File: config.mk
export PLATFORM = sky130hd
export DESIGN_NAME = desc_ring_ptr
export DESIGN_NICKNAME = d
export VERILOG_FILES = /design/src/rtl/ring_ptr_pkg.sv /design/src/rtl/ring_stride_dec.sv /design/src/rtl/ring_next_calc.sv /design/src/rtl/ring_ptr_bank.sv /design/src/rtl/desc_ring_ptr.sv
export SDC_FILE = /design/constraint.sdc
export NUM_CORES = 1
export LEC_CHECK = 0
export BUFFER_PORTS_ARGS = -buffer_cell sky130_fd_sc_hd__buf_2
export CAP_MARGIN = 25
export CORE_UTILIZATION = 47
export CTS_CLUSTER_DIAMETER = 120
export DETAILED_ROUTE_END_ITERATION = 12
export PLACE_DENSITY = 0.81
export SLEW_MARGIN = 40
export SYNTH_ARGS = -nofsm -noshare
export SYNTH_HDL_FRONTEND = slang
export SYNTH_SLANG_ARGS = --single-unit
File: constraint.sdc
create_clock -name clk -period 2.4 [get_ports clk]
set_input_delay 0.24 -clock clk [delete_from_list [all_inputs] [get_ports clk]]
set_output_delay 0.24 -clock clk [all_outputs]
set_load 0.02 [all_outputs]
File: src/rtl/ring_ptr_pkg.sv
package ring_ptr_pkg;
  localparam int ADDR_W  = 32;
  localparam int LEN_W   = 2;
  localparam int SEL_W   = 2;

  // software write targets
  typedef enum logic [SEL_W-1:0] {
    WR_BASE = 2'd0,
    WR_NEXT = 2'd1,
    WR_FIN  = 2'd2,
    WR_NONE = 2'd3
  } wr_tgt_e;

  // log2 of the descriptor size for each length code; reserved code -> smallest
  function automatic int unsigned len_shift(input logic [LEN_W-1:0] code);
    case (code)
      2'b01:   len_shift = 5;
      2'b10:   len_shift = 6;
      default: len_shift = 4;
    endcase
  endfunction
endpackage

File: src/rtl/ring_stride_dec.sv
module ring_stride_dec
  import ring_ptr_pkg::*;
#(
  parameter int AW = ADDR_W,
  parameter int LW = LEN_W
) (
  input  logic [LW-1:0] len_sel,
  output logic [AW-1:0] stride,
  output logic [AW-1:0] low_mask
);
  localparam logic [AW-1:0] ONE = {{(AW-1){1'b0}}, 1'b1};

  always_comb begin
    stride   = ONE << len_shift(len_sel);
    low_mask = stride - ONE;
  end
endmodule

File: src/rtl/ring_next_calc.sv
module ring_next_calc
  import ring_ptr_pkg::*;
#(
  parameter int AW = ADDR_W
) (
  input  logic [AW-1:0] cur_ptr,
  input  logic [AW-1:0] base_ptr,
  input  logic [AW-1:0] stride,
  input  logic          eol,
  output logic [AW-1:0] next_addr
);
  logic [AW-1:0] stepped;

  always_comb begin
    stepped   = cur_ptr + stride;  // wraps modulo 2^AW
    next_addr = eol ? base_ptr : stepped;
  end
endmodule

File: src/rtl/ring_ptr_bank.sv
module ring_ptr_bank
  import ring_ptr_pkg::*;
#(
  parameter int AW = ADDR_W,
  parameter int SW = SEL_W
) (
  input  logic          clk,
  input  logic          rst,
  input  logic          chan_en,
  input  logic          wr_en,
  input  logic [SW-1:0] wr_sel,
  input  logic [AW-1:0] wr_addr,
  input  logic          done,
  input  logic          done_eol,
  input  logic [AW-1:0] next_addr,
  output logic [AW-1:0] base_q,
  output logic [AW-1:0] next_q,
  output logic [AW-1:0] fin_q,
  output logic          eol_q,
  output logic          nv_q
);
  logic take_done;
  logic take_wr;

  always_comb begin
    take_done = done && chan_en;
    take_wr   = wr_en && !chan_en;
  end

  always_ff @(posedge clk) begin
    if (rst) begin
      base_q <= '0;
      next_q <= '0;
      fin_q  <= '0;
      eol_q  <= 1'b0;
      nv_q   <= 1'b0;
    end else begin
      nv_q <= take_done;
      if (take_done) begin
        next_q <= next_addr;
        fin_q  <= next_q;
        eol_q  <= done_eol;
      end else if (take_wr) begin
        case (wr_sel)
          WR_BASE: base_q <= wr_addr;
          WR_NEXT: next_q <= wr_addr;
          WR_FIN:  fin_q  <= wr_addr;
          default: ;
        endcase
      end
    end
  end


  fin_track_chk: assert property (@(posedge clk) disable iff (rst)
    (done && chan_en) |=> (fin_q == $past(next_q)));

  eol_reload_chk: assert property (@(posedge clk) disable iff (rst)
    (done && chan_en && done_eol) |=> (next_q == $past(base_q)));

  eol_status_chk: assert property (@(posedge clk) disable iff (rst)
    (done && chan_en) |=> (eol_q == $past(done_eol)));

  nv_pulse_chk: assert property (@(posedge clk) disable iff (rst)
    nv_q |-> $past(done && chan_en));

  en_hold_chk: assert property (@(posedge clk) disable iff (rst)
    (chan_en && !done) |=> ($stable(next_q) && $stable(base_q) && $stable(fin_q)));

  dis_done_chk: assert property (@(posedge clk) disable iff (rst)
    (!chan_en && !wr_en) |=> ($stable(next_q) && $stable(eol_q) && !nv_q));
endmodule

File: src/rtl/desc_ring_ptr.sv
module desc_ring_ptr
  import ring_ptr_pkg::*;
#(
  parameter int AW = ADDR_W,
  parameter int LW = LEN_W,
  parameter int SW = SEL_W
) (
  input  logic          clk,
  input  logic          rst,
  input  logic          chan_en,
  input  logic [LW-1:0] len_sel,
  input  logic          wr_en,
  input  logic [SW-1:0] wr_sel,
  input  logic [AW-1:0] wr_data,
  input  logic          done,
  input  logic          done_eol,
  output logic [AW-1:0] base_ptr,
  output logic [AW-1:0] next_ptr,
  output logic [AW-1:0] fin_ptr,
  output logic          eol_seen,
  output logic          next_valid
);
  logic [AW-1:0] stride;
  logic [AW-1:0] low_mask;
  logic [AW-1:0] wr_addr;
  logic [AW-1:0] next_addr;

  ring_stride_dec #(.AW(AW), .LW(LW)) u_dec (
    .len_sel  (len_sel),
    .stride   (stride),
    .low_mask (low_mask)
  );

  always_comb wr_addr = wr_data & ~low_mask;

  ring_next_calc #(.AW(AW)) u_calc (
    .cur_ptr   (next_ptr),
    .base_ptr  (base_ptr),
    .stride    (stride),
    .eol       (done_eol),
    .next_addr (next_addr)
  );

  ring_ptr_bank #(.AW(AW), .SW(SW)) u_bank (
    .clk       (clk),
    .rst       (rst),
    .chan_en   (chan_en),
    .wr_en     (wr_en),
    .wr_sel    (wr_sel),
    .wr_addr   (wr_addr),
    .done      (done),
    .done_eol  (done_eol),
    .next_addr (next_addr),
    .base_q    (base_ptr),
    .next_q    (next_ptr),
    .fin_q     (fin_ptr),
    .eol_q     (eol_seen),
    .nv_q      (next_valid)
  );
endmodule

Yosys cells after proc, flatten, opt, wreduce, memory -nomap -nowiden
Cells that the tools add are included.
Widths: inputs -> output; s select.
Word-level totals
  bits in latches: 0
  memories: 0
  input bits: 42
  output and inout bits: 98
  flip-flop bits (word level): 98
  word-level logic and storage cells: 33
  bits in writable memories: 0
  memory bits (read-only): 0
Cells by class
  shift-type cells: 1
  reductions and logical operators: 10
  add/sub/neg operators: 2
  div/mod/pow operators: 0
  order comparisons: 0
  bitwise logic cells: 3
  multiply operators: 0
  equality and inequality tests: 4
  mux-type cells: 8
Operator list (count)
  $mux 32: 7
  $add 32x32->32: 1
  $and 32x32->32: 1
  $not 32->32: 1
  $shl 1x3->32 const A: 1
  $sub 32x1->32 const B: 1
  $reduce_bool 2->1: 3
  $eq 2x1->1 const B: 2
  $eq 2x2->1 const B: 2
  $pmux 2 s2: 1
  $reduce_and 2->1: 2
  $reduce_and 3->1: 1
  $logic_and 1x1->1: 2
  $logic_not 2->1: 1
  $logic_not 1->1: 1
  $not 1->1: 1

Depth between registers and ports, before layout
  depth in word-level cells: 9
  gate-level depth with buffers: 10
  gate-level depth less buffers: 10

Hierarchy
Synthesis repeated with hierarchy kept, for this count alone.
Second synthesis, totals
  cell total of the unflattened synthesis: 863
  area total of the unflattened synthesis: 6977.9 um2
Modules (own cells, without submodules)
  ring_ptr_bank: seq. area each 1961.9 um2, cells an instance 429, instances 1, area each 3863.7 um2
  ring_next_calc: seq. area each 0.0 um2, cells an instance 334, instances 1, area each 2168.3 um2
  ring_stride_dec: seq. area each 0.0 um2, cells an instance 68, instances 1, area each 505.5 um2
  desc_ring_ptr: seq. area each 0.0 um2, cells an instance 32, instances 1, area each 440.4 um2

Worst setup path before layout
OpenSTA, ideal clock, no wires.
  path kind: input to register
  start: in len_sel[0]
  end: reg u_bank.next_q[24]
  path buffers: 0
  library setup time: 0.086 ns
  arrival: 2.203 ns
  data required time: 2.314 ns
  setup slack: 0.111 ns
  cell stages on the path: 10
  cells stage by stage: inv_1 > ha_1 > ha_1 > inv_1 > fa_1 > nand2b_1 > a21oi_4 > nand3_2 > mux2_2 > a221oi_2
Between the ends
  longest elaborated chain between the ends: 9
  elaborated cells on any way between the ends: 12
  classes of those cells: add/sub: 2; eq/ne: 2; shift: 1; mux: 5; bitwise: 2
Ends and longest elaborated chain
  start, declared: line desc_ring_ptr.sv:11  | input logic [LW-1:0] len_sel,
  $eq 2x2->1 or $eq 2x1->1 (tied branches): line ring_ptr_pkg.sv:16  | case (code)
  $pmux 2 s2 (*): line ring_ptr_pkg.sv:16
  $shl 1x3->32 (*): line ring_stride_dec.sv:14  | stride = ONE << len_shift(len_sel);
  $sub 32x1->32: line ring_stride_dec.sv:15  | low_mask = stride - ONE;
  $not 32->32: line desc_ring_ptr.sv:34  | always_comb wr_addr = wr_data & ~low_mask;
  $and 32x32->32: line desc_ring_ptr.sv:34
  $mux 32: line ring_ptr_bank.sv:44  | case (wr_sel)
  $mux 32: line ring_ptr_bank.sv:43  | end else if (take_wr) begin
  $mux 32 (*): line ring_ptr_bank.sv:39  | if (take_done) begin
  end signal, assigned: line ring_ptr_bank.sv:40  | next_q <= next_addr;
  end signal, assigned: line ring_ptr_bank.sv:46  | WR_NEXT: next_q <= wr_addr;
  end, declared: line ring_ptr_bank.sv:17  | output logic [AW-1:0] next_q,
Mark *: on every way between the ends. The rest lies on a longest branch, timed or not. The select of a mux whose other input is x is not followed.
A chain may end at the register's enable or synchronous reset.

Worst setup path in the final report
  start: reg u_bank.next_q[4]
  end: reg u_bank.next_q[24]
Between the ends
  longest elaborated chain between the ends: 3
Ends and longest elaborated chain
  $add 32x32->32: line ring_next_calc.sv:15  | stepped = cur_ptr + stride;
  $mux 32: line ring_next_calc.sv:16  | next_addr = eol ? base_ptr : stepped;
  $mux 32: line ring_ptr_bank.sv:39
No other way between the ends.

==> impl_results.md <==
* Status: completed
* CTS tree: yes
* Input/output buffers at 123
* ANT nets after route at 0
* Total gr overflow at 0
* Inserted Clock Buffers at 9
* Io pins at 140
* Sequential share of the synthesized area at 36.74%
* WL met2 at 6.804 mm
* CTS max path bufs at 2
* Max VDD drop at 251.5 uV
* # DRC at 0
* Setup TNS Final at 0 ps
* Slew @ Worst Pin at 824.7 ps
* Max H-tree Level at 3
* YS warnings at 0
* Worst endpoint required time at 2690 ps
* Min Clock Period, post-route at 2231 ps
* Yosys reg bits at 86
* Post-CTS Hold Fix Bufs at 0
* Global-route wire length before repair at 22.06 mm
* Cells after synthesis at 610
* Post-synth ARST share at 0%
* DR vias at 5043
* CP Data Arrival Time at 2520 ps
* Root Driver: clkbuf_8
* Mean Syn Cell Area at 7.682 sq um
* Drt first pass iters at 5
* Number of buffers inserted by post-CTS setup repair at 0
* Max Freq at 0.4483 GHz
* Setup Skew at 10.76 ps
* Clk pin slew, worst setup/hold paths at 90 ps
* Routed length on met1 at 5.822 mm
* Die width at 101.9 microns
* Power per cell area at 604.4 nW/um^2
* Largest cells by area after synthesis: dfxtp_1, nand2_1, a21oi_1, a311oi_1, nor2_1
* Num rows at 36
* Initial antenna violation count at 0
* Clk sink count at 86
* Cell Area, Synth at 4686 sq um
* Routed WL at 14.12 mm
* Worst Setup End Kind: flip-flop
* 1st-iter DRT viols at 396
* Area added between synthesis and finish at 20.43%
* Tot Pwr at 3.410 mW
* Max Slew Vio Count at 0
* Distinct cell type count of the synthesized netlist at 65
* Top-area cell type share of the netlist area at 36.74%
* WL per Instance at 16.34 microns
* Top Metal Used: met4
* Final instance area at 5643 sq um
* Worst hold path type: input pin to flip-flop
* Synth Flop Type: dfxtp_1
* Routability cong. at 0.9558
* DP Wirelength at 9.511 mm
* CORE AREA at 9729 sq um
* Cell taking the most area after synthesis: dfxtp_1
* RSZ-0062 raised after global routing: no
* NumNets Final at 775
* Die Area at 10370 sq um
* DR WL met3 at 1.232 mm
* Post-CTS Resized at 0
* Via density at 5.837
* Clk_lat worst skew at 380 ps
* CP max FO at 6
* Period utilization at 92.94%
* Core Util, Final at 58.00%
* Vias in the first global route at 4457
* Largest net degree at the start of global routing at 45
* Fraction of layout instances using a drive strength above 1 at 25.89%
* R2r setup slk at 170 ps
* Max-slew headroom at 44.82%
* Overall Global Routing Usage at 27.19%
* Initial core utilization at 48.16%
* Max Cap Violations at 0
* Final setup vio count at 0
* WS Path Type: flip-flop to flip-flop
* Placed Area at 5385 sq um
* Lkg Pwr at 2.412 nW
* Element type at the critical path start: flip-flop
* EDFF count, synth at 0
* Final Hold Viols at 0
* DIE HEIGHT at 101.9 microns
[Yosys cell counts (3+ instances only)]
| master | number |
|---|---|
| nor2_1 | 55 |
| buf_1 | 3 |
| nand2_1 | 140 |
| a31oi_1 | 6 |
| nor2b_1 | 4 |
| and3_1 | 6 |
| o21ai_0 | 15 |
| nor3b_1 | 4 |
| o211ai_1 | 4 |
| a211oi_1 | 12 |
| a21oi_1 | 60 |
| ha_1 | 7 |
| nor3_1 | 5 |
| buf_2 | 7 |
| buf_4 | 12 |
| o22ai_1 | 6 |
| and2_1 | 4 |
| nor4_1 | 3 |
| dfxtp_1 | 86 |
| nand4_1 | 8 |
| buf_6 | 3 |
| a311oi_1 | 29 |
| clkbuf_1 | 28 |
| inv_1 | 11 |
| nand3_1 | 26 |
| clkbuf_8 | 5 |
| nand2b_1 | 5 |
| xor2_1 | 8 |
[cells in the final DEF, fill, tap and decap left out, types with 7 or more instances in the layout]
cell        n
nand2_1   139
a21oi_1    60
buf_2     123
xor2_1      8
buf_4      29
nand4_1     8
nand3_1    26
nor2_1     54
a211oi_1   12
inv_1      11
dfxtp_1    86
conb_1     12
o21ai_0    15
clkbuf_8   10
a311oi_1   29
ha_1        7
[power by group]
group	switching (mW)	internal [mW]	total, mW
clock	0.546	0.722	1.27
combinational	0.372	0.200	0.572
sequential	0.0740	1.50	1.57
[per-layer routing]
| layer | track usage (%) | up-vias |
|---|---|---|
| met3 | 4.993 | 27 |
| li1 | - | 2376 |
| met5 | 0 | - |
| met2 | 45.32 | 268 |
| met1 | 35.26 | 2372 |
| met4 | 9.890 | 0 |
[worst paths after layout]
kind / start / end / depth (start not counted)
setup / recovery: u_bank.next_q[4] / u_bank.next_q[24] / 8
hold / removal: wr_data[11] / u_bank.base_q[11] / 3
setup reg to reg: u_bank.next_q[4] / u_bank.next_q[24] / 8
hold reg to reg: u_bank.base_q[15] / u_bank.base_q[15] / 2
[state kept, by name, indices dropped and copies added (netlist names)]
signal,flops
u_bank.eol_q,1
u_bank.nv_q,1
u_bank.fin_q,28
u_bank.next_q,28
u_bank.base_q,28
[logic make-up (layout without fill, tap and decap cells)]
family                   after synthesis  count (layout)  share of synthesized area (%)
XOR/XNOR                              10              10                          1.869
other                                  1              13                        0.08003
multiplexers                           1               1                         0.2403
AO/OA/AOI/OAI                        159             159                          23.18
AND/OR/NAND/NOR                      275             275                          27.26
adder cells (fa/ha/maj)                8               8                          2.296
flip-flops                            86              86                          36.74
buffers and inverters                 70             179                          8.331
[worst max-delay path: stages (launching register included)]
cell and delay (ps):
dfxtp_1 390, ha_1 190, inv_1 60, fa_1 410, nand2b_4 180, a21oi_4 250, nand3_2 120, mux2_2 300
a221oi_2 260
[cell type report]
cell class                 count  area (sq um)
clock buffer                  11         141.4
multi-input combinational    465          2630
inverter                      11         41.29
clock inverter                 5         106.4
antenna                        1         2.502
fill                         906          4086
tap                          133         166.4
sequential                    86          1722
timing repair buffer         152         833.3
[through the flow]
step | hold slack, ps | cells | worst slack (ps)
after floorplan | 376.0 | 621 | 110.8
after global placement | 457.4 | 847 | -34.41
after detailed placement | 464.1 | 847 | -102.3
after CTS | 109.6 | 863 | 181.2
after global routing | 113.3 | 863 | 44.12
final | 117.2 | 864 | 169.4
No activity file was read; power rests on OpenSTA's default activity.
